--- src/rtl/dual_lane_sar.sv ---
module dual_lane_sar #(
  parameter int LANE_W = 16,
  parameter int LANES  = 2,
  localparam int WORD_W = LANE_W * LANES,
  localparam int CNT_W  = $clog2(LANE_W)
) (
  input  logic              clk,
  input  logic              rst,
  input  logic              issue_i,
  input  logic [WORD_W-1:0] src_i,
  input  logic [WORD_W-1:0] amt_i,
  input  logic [WORD_W-1:0] guard_i,
  input  logic              guard_en_i,
  output logic [WORD_W-1:0] dest_o,
  output logic              wr_vld_o
);

  logic [WORD_W-1:0] shifted;
  logic [CNT_W-1:0]  cnt;
  logic              over;
  logic              allow;

  assign cnt   = amt_i[CNT_W-1:0];
  assign over  = |amt_i[WORD_W-1:CNT_W];
  assign allow = issue_i & (~guard_en_i | guard_i[0]);

  for (genvar g = 0; g < LANES; g++) begin : g_lane
    logic signed [LANE_W-1:0] lane;
    logic signed [LANE_W-1:0] sh_v;
    assign lane = src_i[g*LANE_W +: LANE_W];
    assign sh_v = lane >>> cnt;
    assign shifted[g*LANE_W +: LANE_W] = over ? {LANE_W{lane[LANE_W-1]}} : sh_v;
  end

  always_ff @(posedge clk) begin
    if (rst) begin
      dest_o   <= '0;
      wr_vld_o <= 1'b0;
    end else begin
      wr_vld_o <= allow;
      if (allow) dest_o <= shifted;
    end
  end

  p_reset_clear_r7: assert property (@(posedge clk)
    rst |=> (dest_o == '0) && !wr_vld_o);

  p_hold_when_blocked_r5: assert property (@(posedge clk) disable iff (rst)
    !allow |=> $stable(dest_o) && !wr_vld_o);

  p_strobe_after_write_r8: assert property (@(posedge clk) disable iff (rst)
    allow |=> wr_vld_o);

  p_unguarded_writes_r6: assert property (@(posedge clk) disable iff (rst)
    (issue_i && !guard_en_i) |=> wr_vld_o);

  p_zero_count_pass_r9: assert property (@(posedge clk) disable iff (rst)
    (allow && amt_i == '0) |=> dest_o == $past(src_i));

  p_sign_fill_top_r4: assert property (@(posedge clk) disable iff (rst)
    (allow && over) |=> dest_o[WORD_W-1 -: LANE_W] == {LANE_W{$past(src_i[WORD_W-1])}});

  p_sign_fill_low_r4: assert property (@(posedge clk) disable iff (rst)
    (allow && over) |=> dest_o[LANE_W-1:0] == {LANE_W{$past(src_i[LANE_W-1])}});

endmodule

--- config.mk ---
export PLATFORM = sky130hd
export DESIGN_NAME = dual_lane_sar
export DESIGN_NICKNAME = d
export VERILOG_FILES = /design/src/rtl/dual_lane_sar.sv
export SDC_FILE = /design/constraint.sdc
export NUM_CORES = 1
export LEC_CHECK = 0
export BUFFER_PORTS_ARGS = -buffer_cell sky130_fd_sc_hd__clkbuf_2
export CAP_MARGIN = 25
export CORE_ASPECT_RATIO = 2
export CORE_UTILIZATION = 45
export CTS_CLUSTER_SIZE = 10
export DETAILED_ROUTE_END_ITERATION = 8
export GPL_ROUTABILITY_DRIVEN = 0
export PLACE_DENSITY = 0.81
export SETUP_SLACK_MARGIN = 0.15
export SLEW_MARGIN = 20
export SYNTH_ARGS = -nofsm -noshare
export SYNTH_HDL_FRONTEND = slang
export SYNTH_SLANG_ARGS = --single-unit
--- constraint.sdc ---
create_clock -name clk -period 2.15 [get_ports clk]
set_input_delay 0.1075 -clock clk [delete_from_list [all_inputs] [get_ports clk]]
set_output_delay 0.1075 -clock clk [all_outputs]
set_load 0.02 [all_outputs]
=== Word-level counts from Yosys, hierarchy flattened ===
Index checks and enable logic that the tools add are counted.

* Bits of input ports: 100
* Register bits: 33

* Muxes and demuxes: 2
* Reductions and logical operators: 1
* Bitwise gates (word level): 3
* Shifts and indexed selects: 2

{| class="wikitable"
|+ Operators by type and width
! kind !! count
|-
| two-way mux 16 bit || 2
|-
| >>> shifter 16 x 4 -> 16 bit || 2
|-
| OR reduction 28 bit || 1
|-
| bitwise AND 1 bit || 1
|-
| inverter 1 bit || 1
|-
| OR 1 bit || 1
|}

=== Depth between registers and ports, before layout ===
* Depth after elaboration: 3
* Mapped depth: 7

=== Worst setup path after synthesis ===
No wires, ideal clock.

* Path type: input-to-reg
* From: input port amt_i[19]
* To: register dest_o[3]
* Setup time: 0.091 ns
* Path buffers: 1
* Slack: 0.585 ns
* Arrival time: 1.474 ns
* Stages: 6
* Required time: 2.059 ns
* Path through: nor4_2 > nand4b_1 > or2_0 > buf_2 > or3_1 > a311oi_1

* Word-level cells in the longest chain between the ends: 2

{| class="wikitable"
|+ Ends and longest elaborated chain
! what !! RTL line !! text
|-
| start: declaration || 11 || <nowiki>input logic [WORD_W-1:0] amt_i,</nowiki>
|-
| OR reduction 28 bit || 24 || <nowiki>assign over = |amt_i[WORD_W-1:CNT_W];</nowiki>
|-
| two-way mux 16 bit || 32 || <nowiki>assign shifted[g*LANE_W +: LANE_W] = over ? {LANE_W{lane[LANE_W-1]}} : sh_v;</nowiki>
|-
| end signal: assignment || 41 || <nowiki>if (allow) dest_o <= shifted;</nowiki>
|-
| end: declaration || 14 || <nowiki>output logic [WORD_W-1:0] dest_o,</nowiki>
|}

Every way passes these cells.
A chain may end at the register's enable or synchronous reset.

=== Worst setup path after layout ===
* From: input port amt_i[27]
* To: register dest_o[7]

Same word-level chain as after synthesis.

==> impl_metrics.py <==
metrics = {
    "timing": {
        "setup_viol": 0,
        "drv_slew": 0,
        "hold_viol": 0,
        "rsz0062_at_grt": "no",
        "period_share": 0.753,
        "tightest_slew_ns": 0.657,
        "fin_crit_ns": 1.62,
        "max_slew_margin": 0.562,
        "setup-tns-final_ns": 0,
        "fmax_mhz": 618,
        "clock_skew_ns": 0,
    },
    "synthesis": {
        "synthTopCellsByArea": "dfxtp_1 (27%), mux2_2 (11%), mux2i_1 (7.4%)",
        "yosys.area_share.xor_xnor": 0,
        "synthTopCellsByCount": "nor2_1 (47), dfxtp_1 (33), nand2_1 (32)",
        "synth_top_family_by_area": "compound AO/OA/AOI/OAI gates",
        "yosys.area_share.simple": 0.222,
        "synth_mux_area_frac": 0.194,
        "synth_edf_count": 0,
        "yosysMostFrequentCell": "nor2_1",
        "synth_compound_area_frac": 0.264,
        "synth_cells": 307,
        "synth_warnings": 0,
        "ys.flop_type": "dfxtp_1",
        "synth_area_leader_cell": "dfxtp_1",
        "synth_top_area_frac": 0.271,
        "syn_area_per_cell_um2": 7.94,
        "synth_fa_ha_area_frac": 0,
        "ys_types": 39,
        "yosys_register_bits": 33,
        "synth_nets": 407,
        "syn-cell-area_mm2": 0.00244,
        "synth.yosys.seq_area_share": 0.271,
        "async_flop_share": 0,
    },
    "cells_and_area": {
        "nets": 498,
        "regArea_um2": 661,
        "n_antenna_cell": 0,
        "final_core_utilization": 0.590,
        "drive_gt1_frac": 0.369,
        "fin_area_mm2": 0.00306,
        "fin_cells": 456,
        "multi_input_area_mm2": 0.00166,
        "area_growth_pct": 25.5,
        "fillerInstances": 498,
    },
    "clock_tree": {
        "post_cts_resized": 0,
        "root_buffer": "clkbuf_8",
        "numClockSinks": 33,
        "htree_levels": 2,
        "cts_tree": "done",
        "clk_pin_slew_worst_paths_ns": 0.06,
        "insertion_delay_ns": 0.28,
        "cts_setup_buffers": 0,
        "clk_path_buf_depth": 2,
        "postCtsHoldBufs": 0,
        "cts_buffers": 5,
    },
    "grt": {
        "grt.busiest_layer": "met2",
        "grt_pass1_vias": 2532,
        "grt_use_met2": 0.462,
        "overflow": 0,
        "grt_antenna_before_repair": 0,
        "grt.total_usage": 0.266,
        "grt_max_degree": 34,
        "use_met1": 0.292,
        "grtUsageMet3": 0.0215,
        "grt_pass1_wl_um": 11400,
    },
    "drt": {
        "drtIter0Drc": 113,
        "drc_errors": 0,
        "drt_wl_total_um": 7150,
        "first_pass_iters": 4,
        "ant_nets": 0,
        "route.vias.total": 2755,
        "wl_per_cell_um": 15.7,
        "via_per_inst": 6.04,
    },
    "worst_hold_path": {
        "min_to": "dest_o[31]",
        "min_path_cells": 3,
        "hold_path_class": "primary input to register",
        "holdCritStartpoint": "src_i[31]",
    },
    "die": {
        "dieWidth_um": 54.0,
        "dieArea_mm2": 0.00573,
        "io_pins": 133,
        "placeableCoreArea_mm2": 0.00518,
        "rows": 37,
        "die_y_um": 106,
        "start_util": 0.470,
    },
    "setup_path": {
        "path_class": "primary input to register",
        "regToRegSetupSlack_ns": 1.38,
        "reg2reg_depth": 2,
        "crit_required_ns": 2.28,
        "crit-reg2reg-launch": "dest_o[22]",
        "critPathCaptureType": "register",
        "crit_fanout": 12,
        "regToRegEndpoint": "dest_o[22]",
        "slowest_stage": "nor4_2",
        "cp-start-kind": "primary input",
        "cp_cell_sequence": "clkbuf_2 > nor4_2 > nand4b_1 > or2_0 > buf_4 > a21oi_1 > a211oi_1",
        "critPathMaxStageDelay_ns": 0.36,
        "cp_data_arrival_time_ns": 1.75,
    },
    "pwr": {
        "power.density_mw_per_mm2": 540,
        "peakVddDrop_mv": 0.405,
        "p_leak_uw": 0.00130,
    },
    "placed_design": {
        "io_buffers": 101,
        "dp_hpwl_um": 5790,
        "placed_area_mm2": 0.00297,
        "dpl.cell_count": 449,
    },
    "run_status": {
        "outcome": "completed",
    },
    "job": {
        "maxCapViolCount": 0,
    },
}
worst max-delay path, delay by kind of cell:
family,cells,cell delay (ns)
AOI/OAI and AO/OA,2,0.43
buffers and inverters,2,0.33
and+or+nand+nor,3,0.86
power by group:
group / internal (uW) / switching, uW / leakage [uW]
Sequential: 656 / 24.3 / 0.000273
Combinational: 212 / 294 / 0.000986
Clock: 254 / 210 / 0.0000443
Total: 1120 / 528 / 0.00130
logic make-up after synthesis:
family | Yosys count
and+or+nand+nor | 113
AOI/OAI and AO/OA | 90
DFF | 33
buffers and inverters | 28
muxes | 43
placed cells by master (no fill, tap or decap), drive strengths merged:
| cell type | count |
|---|---|
| o221ai | 2 |
| a211o | 1 |
| mux4 | 1 |
| a21o | 2 |
| nand2 | 32 |
| o31ai | 6 |
| a311oi | 8 |
| a221o | 3 |
| a21oi | 8 |
| o22ai | 20 |
| clkbuf | 108 |
| or3 | 2 |
| nand3b | 6 |
| nor3b | 2 |
| nor4 | 7 |
| o2111ai | 1 |
| a221oi | 1 |
| mux2 | 24 |
| mux2i | 18 |
| a31oi | 3 |
| inv | 2 |
| nand2b | 7 |
| nand4 | 2 |
| o21ai | 3 |
| nand3 | 1 |
| a22oi | 13 |
| a31o | 1 |
| o21a | 1 |
| or2 | 3 |
| buf | 9 |
| nor2 | 47 |
| a211oi | 17 |
| dfxtp | 33 |
| nor2b | 2 |
| nand4b | 2 |
per-layer routing:
metal | up-vias | share of wire
met5 | - | 0
met4 | 0 | 0.050
met3 | 27 | 0.048
met2 | 117 | 0.53
met1 | 1262 | 0.37
li1 | 1349 | -
state kept, by name, summed over array words and instances (netlist names):
register,cells
dest_o,32
wr_vld_o,1
cell type report:
type	instances	area share
timing repair buffer	110	0.187
tap	58	0.0237
multi-input combinational	246	0.542
inverter	2	0.00245
clock buffer	7	0.0282
sequential	33	0.216
worst max-delay path by stage:
stage / slack [ns] / from / cells after the start / endpoint
2_1_floorplan: 0.59 / amt_i[19] / 6 / dest_o[3]
4_1_cts: 0.56 / amt_i[19] / 7 / dest_o[25]
3_3_place_gp: 0.32 / amt_i[19] / 7 / dest_o[25]
3_5_place_dp: 0.26 / amt_i[19] / 7 / dest_o[25]
6_report: 0.53 / amt_i[27] / 7 / dest_o[7]
5_1_grt: 0.41 / amt_i[19] / 7 / dest_o[25]
through the flow:
stage	hold WS, ns	power (uW)	worst slack [ns]
6_report	0.213	1650	0.531
5_1_grt	0.248	1720	0.411
4_1_cts	0.205	1650	0.560
3_5_place_dp	0.451	1200	0.264
3_3_place_gp	0.446	1180	0.315
2_1_floorplan	0.292	1020	0.585
Note: power is estimated with default switching activity, not from simulation.
